==> config.mk <==
export PLATFORM = sky130hd
export DESIGN_NAME = socScheduler
export DESIGN_NICKNAME = d
export VERILOG_FILES = /design/src/rtl/socSchedPkg.sv /design/src/rtl/socSchedDatapath.sv /design/src/rtl/socSchedControl.sv /design/src/rtl/socScheduler.sv
export SDC_FILE = /design/constraint.sdc
export NUM_CORES = 1
export LEC_CHECK = 0
export ABC_AREA = 1
export BUFFER_PORTS_ARGS = -buffer_cell sky130_fd_sc_hd__buf_2
export CAP_MARGIN = 20
export CORE_UTILIZATION = 40
export DETAILED_ROUTE_END_ITERATION = 12
export MAX_ROUTING_LAYER = met4
export PLACE_DENSITY = 0.6
export SYNTH_ARGS = -nofsm -noshare
export SYNTH_HDL_FRONTEND = slang
export SYNTH_SLANG_ARGS = --single-unit
==> constraint.sdc <==
create_clock -name clk -period 8.82 [get_ports clk]
set_clock_uncertainty 0.15 [all_clocks]
set_input_delay 0 -clock clk [delete_from_list [all_inputs] [get_ports clk]]
set_output_delay 0 -clock clk [all_outputs]
set_load 0.02 [all_outputs]
==> src/rtl/socSchedPkg.sv <==
package socSchedPkg;
  localparam int CTRL_W        = 16;
  localparam int WIN_LSB       = 0;
  localparam int WIN_W         = 6;
  localparam int CH_LSB        = 6;
  localparam int CH_W          = 4;
  localparam int TRIG_LSB      = 11;
  localparam int TRIG_W        = 5;
  localparam int SRC_W         = 2;
  localparam int MIN_WIN_FIELD = 6;

  typedef enum logic [1:0] {
    SRC_TRIGSEL = 2'd0,
    SRC_FB1     = 2'd1,
    SRC_FB2     = 2'd2,
    SRC_NONE    = 2'd3
  } trigSrc_t;

  typedef enum logic [1:0] {
    ST_IDLE    = 2'd0,
    ST_SAMPLE  = 2'd1,
    ST_CONVERT = 2'd2
  } schedState_t;

  // Strobes from control to datapath
  typedef struct packed {
    logic startConv;
  } schedStrobe_t;
endpackage

==> src/rtl/socSchedDatapath.sv <==
module socSchedDatapath
  import socSchedPkg::*;
#(
  parameter int NUM_SLOTS = 16,
  parameter int NUM_EXT   = 12,
  parameter int IDX_W     = $clog2(NUM_SLOTS)
) (
  input  logic                 clk,
  input  logic                 rstN,
  input  logic                 cfgWe,
  input  logic                 srcWe,
  input  logic [IDX_W-1:0]     cfgAddr,
  input  logic [CTRL_W-1:0]    cfgData,
  input  logic [SRC_W-1:0]     srcData,
  input  logic                 forceWe,
  input  logic [NUM_SLOTS-1:0] forceMask,
  input  logic                 ovfClrWe,
  input  logic [NUM_SLOTS-1:0] ovfClrMask,
  input  logic [NUM_EXT-1:0]   extTrig,
  input  logic [1:0]           intFb,
  input  schedStrobe_t         strobe,
  input  logic [IDX_W-1:0]     grantIdx,
  output logic [WIN_W-1:0]     grantWin,
  output logic [CH_W-1:0]      convChan,
  output logic [IDX_W-1:0]     convSlot,
  output logic [NUM_SLOTS-1:0] pendingFlags,
  output logic [NUM_SLOTS-1:0] overflowFlags
);

  logic [CTRL_W-1:0]    ctrlWord [NUM_SLOTS];
  logic [SRC_W-1:0]     srcSel   [NUM_SLOTS];
  logic [NUM_SLOTS-1:0] slotEvt;
  logic [NUM_SLOTS-1:0] startClr;
  logic [NUM_SLOTS-1:0] pendQ;
  logic [NUM_SLOTS-1:0] ovfQ;
  logic [NUM_SLOTS-1:0] clrMask;
  logic [WIN_W-1:0]     rawWin;
  logic [CH_W-1:0]      chanQ;
  logic [IDX_W-1:0]     slotQ;

  // Configuration storage
  always_ff @(posedge clk or negedge rstN) begin
    if (!rstN) begin
      for (int s = 0; s < NUM_SLOTS; s++) begin
        ctrlWord[s] <= '0;
        srcSel[s]   <= '0;
      end
    end else begin
      if (cfgWe) ctrlWord[cfgAddr] <= cfgData;
      if (srcWe) srcSel[cfgAddr]   <= srcData;
    end
  end

  // Per-slot event decode
  for (genvar g = 0; g < NUM_SLOTS; g++) begin : g_slot
    logic [TRIG_W-1:0] trigField;
    logic              lineHit;
    logic              hwEvt;

    assign trigField = ctrlWord[g][TRIG_LSB +: TRIG_W];

    always_comb begin
      lineHit = 1'b0;
      for (int l = 0; l < NUM_EXT; l++) begin
        if (trigField == TRIG_W'(l + 1)) lineHit = extTrig[l];
      end
    end

    always_comb begin
      case (trigSrc_t'(srcSel[g]))
        SRC_TRIGSEL: hwEvt = lineHit;
        SRC_FB1:     hwEvt = intFb[0];
        SRC_FB2:     hwEvt = intFb[1];
        default:     hwEvt = 1'b0;
      endcase
    end

    assign slotEvt[g]  = hwEvt | (forceWe & forceMask[g]);
    assign startClr[g] = strobe.startConv && (grantIdx == IDX_W'(g));
  end

  assign clrMask = ovfClrWe ? ovfClrMask : '0;

  // Pending and overflow flags; set beats clear on overflow
  always_ff @(posedge clk or negedge rstN) begin
    if (!rstN) begin
      pendQ <= '0;
      ovfQ  <= '0;
    end else begin
      pendQ <= (pendQ & ~startClr) | slotEvt;
      ovfQ  <= (ovfQ & ~clrMask) | (slotEvt & pendQ & ~startClr);
    end
  end

  // Window of the candidate slot, clamped to the shortest legal value
  assign rawWin   = ctrlWord[grantIdx][WIN_LSB +: WIN_W];
  assign grantWin = (rawWin < WIN_W'(MIN_WIN_FIELD)) ? WIN_W'(MIN_WIN_FIELD) : rawWin;

  // Conversion tag captured at start
  always_ff @(posedge clk or negedge rstN) begin
    if (!rstN) begin
      chanQ <= '0;
      slotQ <= '0;
    end else if (strobe.startConv) begin
      chanQ <= ctrlWord[grantIdx][CH_LSB +: CH_W];
      slotQ <= grantIdx;
    end
  end

  assign convChan      = chanQ;
  assign convSlot      = slotQ;
  assign pendingFlags  = pendQ;
  assign overflowFlags = ovfQ;

endmodule

==> src/rtl/socSchedControl.sv <==
module socSchedControl
  import socSchedPkg::*;
#(
  parameter int NUM_SLOTS = 16,
  parameter int IDX_W     = $clog2(NUM_SLOTS)
) (
  input  logic                 clk,
  input  logic                 rstN,
  input  logic [NUM_SLOTS-1:0] pendingFlags,
  input  logic [WIN_W-1:0]     grantWin,
  input  logic                 convDone,
  output schedStrobe_t         strobe,
  output logic [IDX_W-1:0]     grantIdx,
  output logic                 sampling,
  output logic                 convReq,
  output logic                 busy
);

  schedState_t      state;
  logic [IDX_W-1:0] rrBase;
  logic [WIN_W-1:0] winCnt;
  logic             anyPend;
  logic             found;
  logic [IDX_W:0]   sum;
  logic [IDX_W-1:0] nextBase;

  assign anyPend = |pendingFlags;

  // Round-robin search from rrBase, wrapping at NUM_SLOTS
  always_comb begin
    grantIdx = rrBase;
    found    = 1'b0;
    sum      = '0;
    for (int k = 0; k < NUM_SLOTS; k++) begin
      sum = {1'b0, rrBase} + (IDX_W+1)'(k);
      if (sum >= (IDX_W+1)'(NUM_SLOTS)) sum = sum - (IDX_W+1)'(NUM_SLOTS);
      if (!found && pendingFlags[sum[IDX_W-1:0]]) begin
        found    = 1'b1;
        grantIdx = sum[IDX_W-1:0];
      end
    end
  end

  assign nextBase = (grantIdx == IDX_W'(NUM_SLOTS - 1)) ? '0 : grantIdx + 1'b1;

  assign strobe.startConv = (state == ST_IDLE) && anyPend;

  always_ff @(posedge clk or negedge rstN) begin
    if (!rstN) begin
      state  <= ST_IDLE;
      rrBase <= '0;
      winCnt <= '0;
    end else begin
      case (state)
        ST_IDLE: begin
          if (anyPend) begin
            state  <= ST_SAMPLE;
            winCnt <= grantWin;
            rrBase <= nextBase;
          end
        end
        ST_SAMPLE: begin
          if (winCnt == '0) state <= ST_CONVERT;
          else              winCnt <= winCnt - 1'b1;
        end
        ST_CONVERT: begin
          if (convDone) state <= ST_IDLE;
        end
        default: state <= ST_IDLE;
      endcase
    end
  end

  assign sampling = (state == ST_SAMPLE);
  assign convReq  = (state == ST_CONVERT);
  assign busy     = (state != ST_IDLE);

endmodule

==> src/rtl/socScheduler.sv <==
module socScheduler
  import socSchedPkg::*;
#(
  parameter int NUM_SLOTS = 16,
  parameter int NUM_EXT   = 12,
  parameter int IDX_W     = $clog2(NUM_SLOTS)
) (
  input  logic                 clk,
  input  logic                 rstN,
  input  logic                 cfgWe,
  input  logic                 srcWe,
  input  logic [IDX_W-1:0]     cfgAddr,
  input  logic [CTRL_W-1:0]    cfgData,
  input  logic [SRC_W-1:0]     srcData,
  input  logic                 forceWe,
  input  logic [NUM_SLOTS-1:0] forceMask,
  input  logic                 ovfClrWe,
  input  logic [NUM_SLOTS-1:0] ovfClrMask,
  input  logic [NUM_EXT-1:0]   extTrig,
  input  logic [1:0]           intFb,
  input  logic                 convDone,
  output logic                 convReq,
  output logic [CH_W-1:0]      convChan,
  output logic [IDX_W-1:0]     convSlot,
  output logic                 sampling,
  output logic                 busy,
  output logic [NUM_SLOTS-1:0] pendingFlags,
  output logic [NUM_SLOTS-1:0] overflowFlags
);

  schedStrobe_t     strobe;
  logic [IDX_W-1:0] grantIdx;
  logic [WIN_W-1:0] grantWin;

  socSchedDatapath #(
    .NUM_SLOTS(NUM_SLOTS), .NUM_EXT(NUM_EXT), .IDX_W(IDX_W)
  ) u_datapath (
    .clk(clk), .rstN(rstN),
    .cfgWe(cfgWe), .srcWe(srcWe), .cfgAddr(cfgAddr),
    .cfgData(cfgData), .srcData(srcData),
    .forceWe(forceWe), .forceMask(forceMask),
    .ovfClrWe(ovfClrWe), .ovfClrMask(ovfClrMask),
    .extTrig(extTrig), .intFb(intFb),
    .strobe(strobe), .grantIdx(grantIdx), .grantWin(grantWin),
    .convChan(convChan), .convSlot(convSlot),
    .pendingFlags(pendingFlags), .overflowFlags(overflowFlags)
  );

  socSchedControl #(
    .NUM_SLOTS(NUM_SLOTS), .IDX_W(IDX_W)
  ) u_control (
    .clk(clk), .rstN(rstN),
    .pendingFlags(pendingFlags), .grantWin(grantWin), .convDone(convDone),
    .strobe(strobe), .grantIdx(grantIdx),
    .sampling(sampling), .convReq(convReq), .busy(busy)
  );

endmodule

# Yosys cells after proc, flatten, opt, wreduce, memory -nomap -nowiden
# Index checks and enable logic that the tools add are counted.
op_classes:
  addsub: 33
  multipliers: 0
  n_div: 0
  order_cmp: 36
  n_eq_ne: 245
  n_shift: 0
  mux: 306
  n_bitwise: 42
  n_reduce_logical: 73
ops:
  columns: ["op", "n"]
  rows:
  - ["== test 5 x 4 -> 1 bit (second input constant)", 80]
  - ["== test 5 x 3 -> 1 bit (second input constant)", 64]
  - ["bitwise mux 256 bit", 1]
  - ["two-way mux 1 bit", 223]
  - ["== test 5 x 2 -> 1 bit (second input constant)", 32]
  - ["two-way mux 4 bit", 33]
  - [">= comparator 5 bit (second input constant)", 17]
  - ["== test 5 x 1 -> 1 bit (second input constant)", 16]
  - ["less-than comparator 4 x 5 -> 1 bit (second input constant)", 16]
  - ["AND 16 bit", 4]
  - ["binary-select mux 1 bit (select 4 bit)", 16]
  - ["binary-select mux 16 bit (select 4 bit)", 1]
  - ["demux 16 bit (select 4 bit)", 1]
  - ["subtractor 4 x 1 -> 4 bit (second input constant)", 16]
  - ["case mux 1 bit (3 select lines)", 16]
  - ["adder 4 x 4 -> 5 bit (second input constant)", 8]
  - ["== test 2 x 1 -> 1 bit (second input constant)", 17]
  - ["== test 2 bit (second input constant)", 17]
  - ["logical NOT 2 bit", 17]
  - ["logical AND 1 bit", 33]
  - ["bitwise mux 32 bit", 1]
  - ["== test 4 bit (second input constant)", 8]
  - ["two-way mux 16 bit", 2]
  - ["inverter 16 bit", 2]
  - ["other kinds (30)", 94]
word_totals:
  reg_bits: 340
  latchBits: 0
  mem_bits_rw: 0
  romBits: 0
  out_inout_bits: 43
  mem_count: 0

# Logic depth before layout (Yosys ltp)
depth:
  ltp_word: 58
  mapped_depth: 38

# By module
# Synthesis repeated with hierarchy kept, for this count alone.
hier_totals:
  hier_cells: 2546
  area_unflattened_um2: 18265.0
by_module_without_submodules:
  columns: ["module", "instances", "cells_per_inst", "area_per_inst_um2"]
  rows:
  - ["socSchedDatapath", 1, 2086, 15564.9]
  - ["socSchedControl", 1, 460, 2700.1]

# Least setup slack after synthesis
# No wires, ideal clock.
synth_timing:
  path_type: "reg2reg"
  from: "register u_control.rrBase[1]"
  to: "register u_datapath.ovfQ[11], in the netlist u_datapath.overflowFlags[11]"
  setup_ns: 0.128
  arrival_ns: 4.037
  required_ns: 8.542
  slack_ns: 4.504
  path_stages_with_launch: 28
  path_buffers: 4
  period_less_slack_ns: 4.316
  cell_sequence: "dfrtp_1 > inv_1 > buf_2 > ha_1 > inv_1 > buf_2 > nand3_1 > nand3_1 > nand3_1 > nand2_2 > nand3_2 > nor2_4 > nand4_4 > nor2_4 > nand4_4 > nor2_8 > nand4_4 > inv_2 > nor2_1 > a21oi_4 > buf_4 > buf_2 > ha_1 > inv_1 > nor2_1 > nand2_1 > nand2_1 > o21ai_0"
synth_via:
  elab_chain_cells: 55
synth_lines:
  columns: ["element", "line_no", "source"]
  rows:
  - ["from (decl)", "socSchedControl.sv:20", "logic [IDX_W-1:0] rrBase;"]
  - ["from (signal assigned)", "socSchedControl.sv:59", "rrBase <= nextBase;"]
  - ["parallel branches: the longest is 49 deep, another holds adder 4 x 1 -> 5 bit", null, null]
  - ["two-way mux 4 bit *", "socSchedControl.sv:37", "if (!found && pendingFlags[sum[IDX_W-1:0]]) begin"]
  - ["named net grantIdx[1]", "socScheduler.sv:32", "logic [IDX_W-1:0] grantIdx;"]
  - ["== test 4 bit *", "socSchedDatapath.sv:79", "assign startClr[g] = strobe.startConv && (grantIdx == IDX_W'(g));"]
  - ["logical AND 1 bit *", "socSchedDatapath.sv:79", null]
  - ["inverter 16 bit *", "socSchedDatapath.sv:91", "ovfQ <= (ovfQ & ~clrMask) | (slotEvt & pendQ & ~startClr);"]
  - ["AND 16 bit *", "socSchedDatapath.sv:91", null]
  - ["OR 16 bit *", "socSchedDatapath.sv:91", null]
  - ["to (signal assigned)", "socSchedDatapath.sv:91", null]
  - ["to (decl)", "socSchedDatapath.sv:35", "logic [NUM_SLOTS-1:0] ovfQ;"]
# Mark *: on every way through the listed nets, which the timed path passes. The select of a mux whose other input is x is not followed.
# A chain may end at the register's enable or synchronous reset.

# Final worst setup path
layout_timing:
  from: "register u_control.rrBase[1]"
  to: "register u_control.winCnt[2]"
layout_via:
  elab_chain_cells: 58
layout_lines:
  columns: ["element", "line_no", "source"]
  rows:
  - ["parallel branches: the longest is 49 deep, another holds adder 4 x 1 -> 5 bit", null, null]
  - ["two-way mux 4 bit *", "socSchedControl.sv:37", null]
  - ["inverter 4 -> 5 bit (not written as such) *", "socSchedDatapath.sv:96", "assign rawWin = ctrlWord[grantIdx][WIN_LSB +: WIN_W];"]
  - ["binary-select mux 16 bit (select 4 bit) *", "socSchedDatapath.sv:96", null]
  - ["two-way mux 10 bit (not written as such) * (2 in series)", "socSchedDatapath.sv:96", null]
  - ["less-than comparator 6 x 3 -> 1 bit", "socSchedDatapath.sv:97", "assign grantWin = (rawWin < WIN_W'(MIN_WIN_FIELD)) ? WIN_W'(MIN_WIN_FIELD) : rawWin;"]
  - ["two-way mux 6 bit *", "socSchedDatapath.sv:97", null]
  - ["two-way mux 6 bit *", "socSchedControl.sv:56", "if (anyPend) begin"]
  - ["case mux 6 bit (2 select lines) *", "socSchedControl.sv:54", "case (state)"]
  - ["to (signal assigned)", "socSchedControl.sv:58", "winCnt <= grantWin;"]
  - ["to (signal assigned)", "socSchedControl.sv:64", "else winCnt <= winCnt - 1'b1;"]
  - ["to (decl)", "socSchedControl.sv:21", "logic [WIN_W-1:0] winCnt;"]
# Mark *: on every way between the ends. The select of a mux whose other input is x is not followed.

==> reports/metrics.cfg <==
[cts]
cts.path.max_buffers = 3
root_buffer = clkbuf_16
cts_hold_buf = 95
cts_sinks = 324
cts_tree = yes
path_clk_slew_ns = 0.06
worstSkewPairLatency_ns = 0.54
htreeDepth = 2
cts.repair.resized = 0
post_cts_buffers = 0
cts_buffers = 37

[floorplan]
die-area_sq_um = 45760
num_io_pins = 118
start_util = 0.4062
std_cell_rows = 77
core_sq_um = 44220
die_w_um = 213.9
die_height_um = 213.9

[worst_setup_path]
critPathCaptureType = register
r2r_cells = 29
cp.arrival_ns = 7.40
cp.required_ns = 9.10
endpoint = u_control.winCnt[2]
start_kind = register
crit_fanout = 40
critPathSlowestCell = dfrtp_1
rr_endpoint = u_control.winCnt[2]
r2r_slack_ns = 1.69
r2r_start = u_control.rrBase[1]
startpoint = u_control.rrBase[1]
worst_path_most_repeated_cell = nand2_1
max_stage_delay_ns = 0.70
crit_type = reg -> reg

[global_route]
grt_overflow = 0
grt_first_pass_wirelength_um = 93190
grt_max_degree = 171
grt_usage = 0.2665
grt_pass1_vias = 16320
antenna_found_initial = 2

[sta]
relSlewSlack = 0.3331
tightest_slew_ns = 0.9993
hold_viol_final = 0
layout_min_cycle_time_ns = 7.128
period_share = 0.8081
setup_viol = 0
fmax_ghz = 0.1403
rsz0062_at_grt = false
finalMaxSlewViolations = 0
holdWs_ns = 0.02442
tns_ns = 0

[logic_synthesis]
yosysUniqueCellTypes = 48
synthFlopType = dfrtp_1
synth-edff-count = 0
async_flop_share = 1.000
synth_largest_area_cell = dfrtp_1
syn_nets = 2538
ys_top_cells_by_count = nand2_1 (826), o21ai_0 (412), dfrtp_1 (324), inv_1 (180), nand3_1 (174)
ys_ff_latch = 324
synthCells = 2451
synth_top_area_share = 0.4513
syn_avg_cell_area_sq_um = 7.330
synth.area.top_cells = dfrtp_1 (45%), nand2_1 (17%), o21ai_0 (11%), nand3_1 (4.8%), inv_1 (3.8%)
synth_area_sq_um = 17960
ys_warn_count = 0
synth.most_common_cell = nand2_1
seq_area_frac_synth = 0.4513

[route]
met3_length_um = 4631
dr.first_iter.drc_count = 1912
vias = 17420
ant_nets = 0
post-route-drc-count = 0
dr.max_layer_used = met4
dr_wl_met2_um = 26910
wl_um = 58900
drt-pass1-iter-count = 5
wl_met1_um = 26160
vias_per_cell = 5.430
drt-wirelength-per-cell_um = 18.36

[final_layout]
final_cells = 3208
multi_input_area_sq_um = 8549
register_area_sq_um = 8108
drive_gt1_frac = 0.09185
fin_nets = 2675
synthToLayoutAreaGrowth_pct = 17.39
num-fill-cells = 4322

[min_path]
holdCritPathClass = in -> reg
min_path_cells = 3

[pwr]
p_leak_uw = 0.009959
pwr_density_cell_nw_per_um2 = 398.9
ir_drop_mv = 0.3191

[status]
status = finished clean

[flow_run]
drv_cap = 0

[place]
place_congestion = 0.9166
io_buffers = 116
hpwl_um = 37250
dp.cells = 3045

==> registers in the layout, indices dropped and copies added (netlist names) <==
name                      flops
u_control.rrBase              4
u_control.state               2
u_control.winCnt              6
u_datapath.convChan           4
u_datapath.convSlot           4
u_datapath.ctrlWord         240
u_datapath.overflowFlags     16
u_datapath.pendingFlags      16
u_datapath.srcSel            32
==> where the power goes <==
group	internal, uW	switching (uW)	leakage, uW
Combinational	1390	3330	0.00535
Clock	940	614	0.000604
Sequential	1830	313	0.00400
==> worst min path at each step <==
stage	slack (ns)	from	end
global route	0.06	cfgData[11]	u_datapath.ctrlWord[75]
CTS	0.01	cfgData[11]	u_datapath.ctrlWord[75]
global placement	-0.1	rstN	u_datapath.ctrlWord[222]
floorplan	-0.45	rstN	u_control.rrBase[0]
detailed placement	-0.09	rstN	u_datapath.ctrlWord[219]
finish	0.02	cfgData[15]	u_datapath.ctrlWord[79]
==> kinds of logic (layout without fill, tap and decap cells) <==
kind of cell | after synthesis | count (layout) | share of synthesized area
other | 0 | 3 | 0
and+or+nand+nor | 1186 | 1186 | 0.2771
xor gates and xnor gates | 11 | 11 | 0.006826
DFF | 324 | 324 | 0.4513
AOI/OAI and AO/OA | 596 | 596 | 0.1827
adders and majority gates | 12 | 12 | 0.008357
buffers and inverters | 322 | 484 | 0.07376
==> cell usage in the layout, fill, tap and decap left out, types with 5 or more instances in the layout <==
cell type	count
ha_1	12
nand3b_1	16
buf_4	20
inv_1	180
clkbuf_16	37
xor2_1	7
inv_2	6
o211ai_1	16
a32oi_1	28
nand3_2	6
nor2_1	104
nand2_2	5
nor3_1	19
clkinv_2	7
o21ai_0	412
nand2_1	825
nand3_1	172
o32ai_1	12
a21oi_1	73
nand4_1	15
clkbuf_1	5
a31oi_1	28
dfrtp_1	324
nor2_2	5
dlygate4sd3_1	94
o21ai_1	10
buf_2	115
nor4_1	7
clkbuf_8	10
==> metal layers <==
layer | track usage | up-vias
met5 | - | -
met3 | 0.04534 | 78
met2 | 0.4156 | 640
met4 | 0.06859 | 0
li1 | - | 8385
met1 | 0.3588 | 8315
==> layout make-up <==
type                    instances  area share
multi-input cells            1805      0.4054
flip-flops and latches        324      0.3845
inverters                     187     0.03340
well taps                     592     0.03512
diodes                          3   0.0003560
repair buffers                233     0.08330
clock buffers                  52     0.05132
clock inverters                12    0.006645
==> worst max-delay path, delay by kind of cell (launching register included) <==
family	cells	cell delay (ns)
and+or+nand+nor	24	3.93
buffers and inverters	3	1.42
DFF	1	0.70
adders and majority gates	1	0.62
AOI/OAI and AO/OA	1	0.13
==> stage by stage <==
stage	setup slack (ns)	util	total power, uW	instance area, sq um
floorplan	4.504	-	5539	17960
global placement	1.905	0.4266	6725	18860
detailed placement	1.813	0.4266	6770	18860
CTS	1.784	0.4761	8412	21050
global route	1.191	0.4768	9131	21090
finish	1.692	0.4769	8413	21090
Power figures use the tool's default switching activity.
